## src/rtl/edge_microseq.sv

```systemverilog
module edge_microseq #(
  parameter int PC_W   = 3,
  parameter int WORD_W = 8
) (
  input  logic clk,
  input  logic rst,
  input  logic din,
  output logic dout
);

  localparam int OP_BIT  = WORD_W - 1;
  localparam int POL_BIT = WORD_W - 2;

  function automatic logic [WORD_W-1:0] prog(input logic [PC_W-1:0] a);
    logic [WORD_W-1:0] w;
    w = '0;
    case (int'(a))
      0, 4, 6: w = '0;
      2:       w[0] = 1'b1;
      1, 3, 5: begin w[OP_BIT] = 1'b1; w[POL_BIT] = 1'b1; end
      7:       begin w[OP_BIT] = 1'b1; w[PC_W-1:0] = PC_W'(6); end
      default: w = '0;
    endcase
    return w;
  endfunction

  logic [PC_W-1:0]   pc;
  logic [WORD_W-1:0] word;
  logic              is_jmp;
  logic              taken;
  logic [PC_W-1:0]   pc_nxt;
  logic              unused_bits;

  assign word        = prog(pc);
  assign is_jmp      = word[OP_BIT];
  assign taken       = is_jmp & (din ^ word[POL_BIT]);
  assign pc_nxt      = taken ? word[PC_W-1:0] : pc + 1'b1;
  assign unused_bits = ^word;

  always_ff @(posedge clk) begin
    if (rst) begin
      pc   <= '0;
      dout <= 1'b0;
    end else begin
      pc <= pc_nxt;
      if (!is_jmp) dout <= word[0];
    end
  end

  AST_RESET_STATE: assert property (@(posedge clk) rst |=> (pc == '0 && !dout));
  AST_JUMP_KEEPS_OUT: assert property (@(posedge clk) disable iff (rst) is_jmp |=> $stable(dout));
  AST_TARGET_LOADED: assert property (@(posedge clk) disable iff (rst)
    (is_jmp && (din != word[POL_BIT])) |=> pc == $past(word[PC_W-1:0]));
  AST_SEQUENTIAL_STEP: assert property (@(posedge clk) disable iff (rst)
    !(is_jmp && (din != word[POL_BIT])) |=> pc == PC_W'($past(pc) + 1'b1));
  AST_HIGH_PARK: assert property (@(posedge clk) disable iff (rst)
    (pc == PC_W'(7) && din) |=> (pc == PC_W'(6)));
  AST_PULSE_SET: assert property (@(posedge clk) disable iff (rst)
    (pc == PC_W'(2)) |=> dout);

endmodule

```

## config.mk

```make
export PLATFORM = sky130hd
export DESIGN_NAME = edge_microseq
export DESIGN_NICKNAME = d
export VERILOG_FILES = /design/src/rtl/edge_microseq.sv
export SDC_FILE = /design/constraint.sdc
export NUM_CORES = 1
export LEC_CHECK = 0
export ABC_AREA = 1
export BUFFER_PORTS_ARGS = -buffer_cell sky130_fd_sc_hd__clkbuf_2
export CAP_MARGIN = 10
export CORE_AREA = 2 2 39 41
export DETAILED_ROUTE_END_ITERATION = 16
export DIE_AREA = 0 0 41 43
export SYNTH_ARGS = -nofsm -noshare
export SYNTH_HDL_FRONTEND = slang
export SYNTH_SLANG_ARGS = --single-unit
```

## constraint.sdc

```tcl
create_clock -name clk -period 2 [get_ports clk]
set_input_delay 0.3 -clock clk [delete_from_list [all_inputs] [get_ports clk]]
set_output_delay 0.3 -clock clk [all_outputs]
set_load 0.005 [all_outputs]
```

---- Word-level counts from Yosys, hierarchy flattened ----
Index checks and enable logic that the tools add are counted.
cells by class
  $add $sub $neg .......................... 1
  eq/ne operators ......................... 5
  muxes and demuxes ....................... 5
  bitwise operators ....................... 2
  reduce and logical (&&, ||, !) cells .... 2
operators with widths
  cell                                                  number
  equality test 3 x 2 -> 1 bit (second input constant)  2
  equality test 3 bit (second input constant)           2
  OR reduction 4 bit                                    1
  adder 3 x 1 -> 3 bit (second input constant)          1
  equality test 3 x 1 -> 1 bit (second input constant)  1
  2-to-1 mux 1 bit                                      3
  2-to-1 mux 3 bit                                      1
  OR reduction 3 bit                                    1
  2-to-1 mux 2 bit                                      1
  bitwise AND 1 bit                                     1
  XOR 1 bit                                             1
storage, ports and cells
  register bits after elaboration ......... 4
  output and inout port bits .............. 1

---- Longest topological paths before layout ----
  word-level depth ........................ 6
  mapped depth ............................ 8
  depth with buffers taken out ............ 8

---- Worst setup path after synthesis ----
Ideal clock, no wire load.
  path type ............................... register to register
  start point ............................. reg pc[1]
  end point ............................... reg dout
  library setup time ...................... 64 ps
  arrival time ............................ 1054 ps
  required time ........................... 1936 ps
  path slack .............................. 882 ps
  stages on the path, launching flop included .. 7
  period minus slack after synthesis ...... 1118 ps
  cell sequence ........................... dfxtp_1 -> inv_1 -> ha_1 -> or2_4 -> nor3_1 -> a21oi_1 -> nor2_1
on the way
  word-level cells in the longest chain between the ends .. 3
  elaborated cells on any way between the ends .. 8
RTL lines
  item                                               RTL line  source
  start, declared                                    27        logic [PC_W-1:0] pc;
  start signal, assigned                             45        pc <= pc_nxt;
  equality test 3 bit, or another cell as far along  17        case (int'(a))
  OR reduction 4 bit (no line)                       -
  2-to-1 mux 1 bit                                   17
  end signal, assigned                               46        if (!is_jmp) dout <= word[0];
  end, declared                                      8         output logic dout
Parallel ways exist; a longest one is shown, timed or not.
A chain may end at the register's enable or synchronous reset.

---- Worst setup path after layout ----
Ends and elaborated chain as after synthesis.

==> results by group <==
Status
  • Status: finished, final reports clean

Global routing
  • Grt ovf: 0
  • Total GRT Usage: 0.0643
  • Largest net degree at the start of global routing: 6
  • Number of global-route vias before repair: 221
  • Initial antenna violation count: 0
  • First-pass GRT wire length: 772 um

Timing
  • Min Tclk post-route: 1200 ps
  • Setup violators final: 0
  • Final Hold Violating Endpoints: 0
  • Final period util: 0.599
  • Fmax: 0.834 GHz
  • Max-slew violation count: 0
  • Slew @ Worst Pin: 194 ps
  • Rel. slew slack: 0.871
  • RSZ-0062 raised after global routing: no
  • Setup tns final: 0 ps
  • Final setup skew: 0.586 ps

Synth
  • EDFF count, synth: 0
  • Synth Instances: 34
  • Area contributors post-synth: dfxtp_1, ha_1, inv_1
  • Synthesized net count: 42
  • Top-count cell post-synth: inv_1
  • Yosys reg bits: 4
  • Cell Area, Synth: 279 um^2
  • Post-synth top area share: 0.287
  • Syn Area/Cell: 8.21 um^2
  • Synth top cells by count: inv_1, ha_1, a21oi_1, dfxtp_1, nand2_1
  • Synth cell types: 12
  • Seq/Total Area, Yosys: 0.287
  • Warnings, synthesis: 0
  • Post-synth top area cell: dfxtp_1
  • Async set-reset flop share out of synthesis: 0
  • Synth Flop Type: dfxtp_1

Route
  • Via/cell ratio: 4.05
  • Routed vias: 227
  • Starting DRT DRC Count: 1
  • Average wire per standard cell: 7.77 um
  • Post-DRT Antenna Nets: 0
  • DRC: 0
  • Post-Route WL: 435 um
  • Detailed-router iteration count before antenna repair: 2

Floorplan
  • Die footprint: 1760 um^2
  • I/O pin total: 4
  • Row Count: 14
  • Initial Utilization: 0.202
  • Die Wd: 41 um
  • Die Ht: 43 um
  • Core box area: 1380 um^2

Clock tree
  • Post-CTS setup buffers: 0
  • Clk_lat worst skew: 230 ps
  • CTS buffer count: 3
  • CTS tree: yes
  • Root buffer cell: clkbuf_4
  • Clock Pin Slew Worst Setup and Hold Paths: 30 ps
  • CTS max path bufs: 2
  • Cts repair resizes: 0
  • Post-cts hold buffer count: 0
  • CTS sink cnt: 4
  • H-tree lvl count: 1

Critical path
  • Crit-path max FO: 5
  • Setup crit end kind: flip-flop
  • Arrival time at the worst endpoint: 1360 ps
  • Worst Setup Start Kind: flip-flop
  • Critical path data required time: 2160 ps
  • Critical path class: flip-flop to flip-flop
  • Worst reg-to-reg setup slack: 800 ps

Layout
  • Layout area overhead: 20.6%
  • Final core occ: 0.243
  • Ant diodes: 0
  • Final nets: 50
  • Filler cells: 158
  • Fraction of layout cells with a size suffix above 1: 0.325

Hold path
  • Hold Path Class: primary input to flip-flop

Placement
  • Port buffer count: 3
  • Dpl hpwl: 377 um
  • RePlAce Congestion: 0.694

Pwr
  • Leakage power: 0.181 nW
  • VDD IR-drop max: 0.379 mV
  • Pwr Density: 925 nW/um^2

Run
  • Max_cap viols: 0
[worst paths after layout]
path / from / endpoint / cells past startpoint
hold reg to reg: dout / dout / 2
setup reg to reg: pc[1] / dout / 6
hold / removal: rst / pc[2] / 2
setup / recovery: pc[1] / dout / 6
[area by class of cell]
class,count,area [um^2],share of cell area
multi-input cells,24,176,0.524
repair buffers,3,15.0,0.0446
well taps,16,20.0,0.0595
clock buffers,3,22.5,0.0669
inverters,6,22.5,0.0669
flip-flops and latches,4,80.1,0.238
[per-stage QoR]
stage	hold WS [ps]	power, mW	instance area (um^2)	setup WS, ps	instances
after global placement	474	0.217	314	813	53
after CTS	283	0.321	337	779	56
after detailed placement	491	0.220	314	793	53
after floorplan	369	0.198	279	882	34
final	287	0.311	337	801	56
after global routing	304	0.346	337	682	56
[flip-flops by register name, summed over array words and instances, names as in the netlist]
| signal | cells |
|---|---|
| pc | 3 |
| dout | 1 |
[kinds of logic (layout without fill, tap and decap cells)]
kind of cell / after synthesis / after routing / synth area share
buf+inv: 6 / 12 / 0.0807
fa+ha+maj: 5 / 5 / 0.224
simple gates: 15 / 15 / 0.336
flops: 4 / 4 / 0.287
compound gates: 4 / 4 / 0.0718
[cell usage in the layout, fill, tap and decap left out]
cell type,synthesis,routed
nand2_2,3,3
or2_4,1,1
a21oi_1,4,4
clkbuf_4,0,3
nand2_1,4,4
dfxtp_1,4,4
nor3_1,1,1
inv_1,6,6
nand4_1,1,1
clkbuf_2,0,3
ha_1,5,5
nand3_2,2,2
nor2_1,2,2
nand4_2,1,1
[routing by layer]
layer / global-route usage / vias to the layer above / share of wire
met3: 0.0314 / 0 / 0.039
met5: 0 / - / 0
met2: 0.0938 / 3 / 0.52
met1: 0.0804 / 102 / 0.43
met4: 0.0200 / 0 / 0
li1: - / 122 / -
[power by group]
group	switching, mW	internal [mW]	total (mW)
clock network	0.0274	0.0667	0.0941
logic	0.0605	0.0464	0.107
registers	0.0150	0.0954	0.110
total	0.103	0.208	0.311
[worst max-delay path, cell delays in order (launching register included)]
cell and delay, ps:
dfxtp_1 340, inv_1 70, ha_1 170, or2_4 270
nor3_1 140, a21oi_1 60, nor2_1 80
Note: power is estimated with default switching activity, not from simulation.
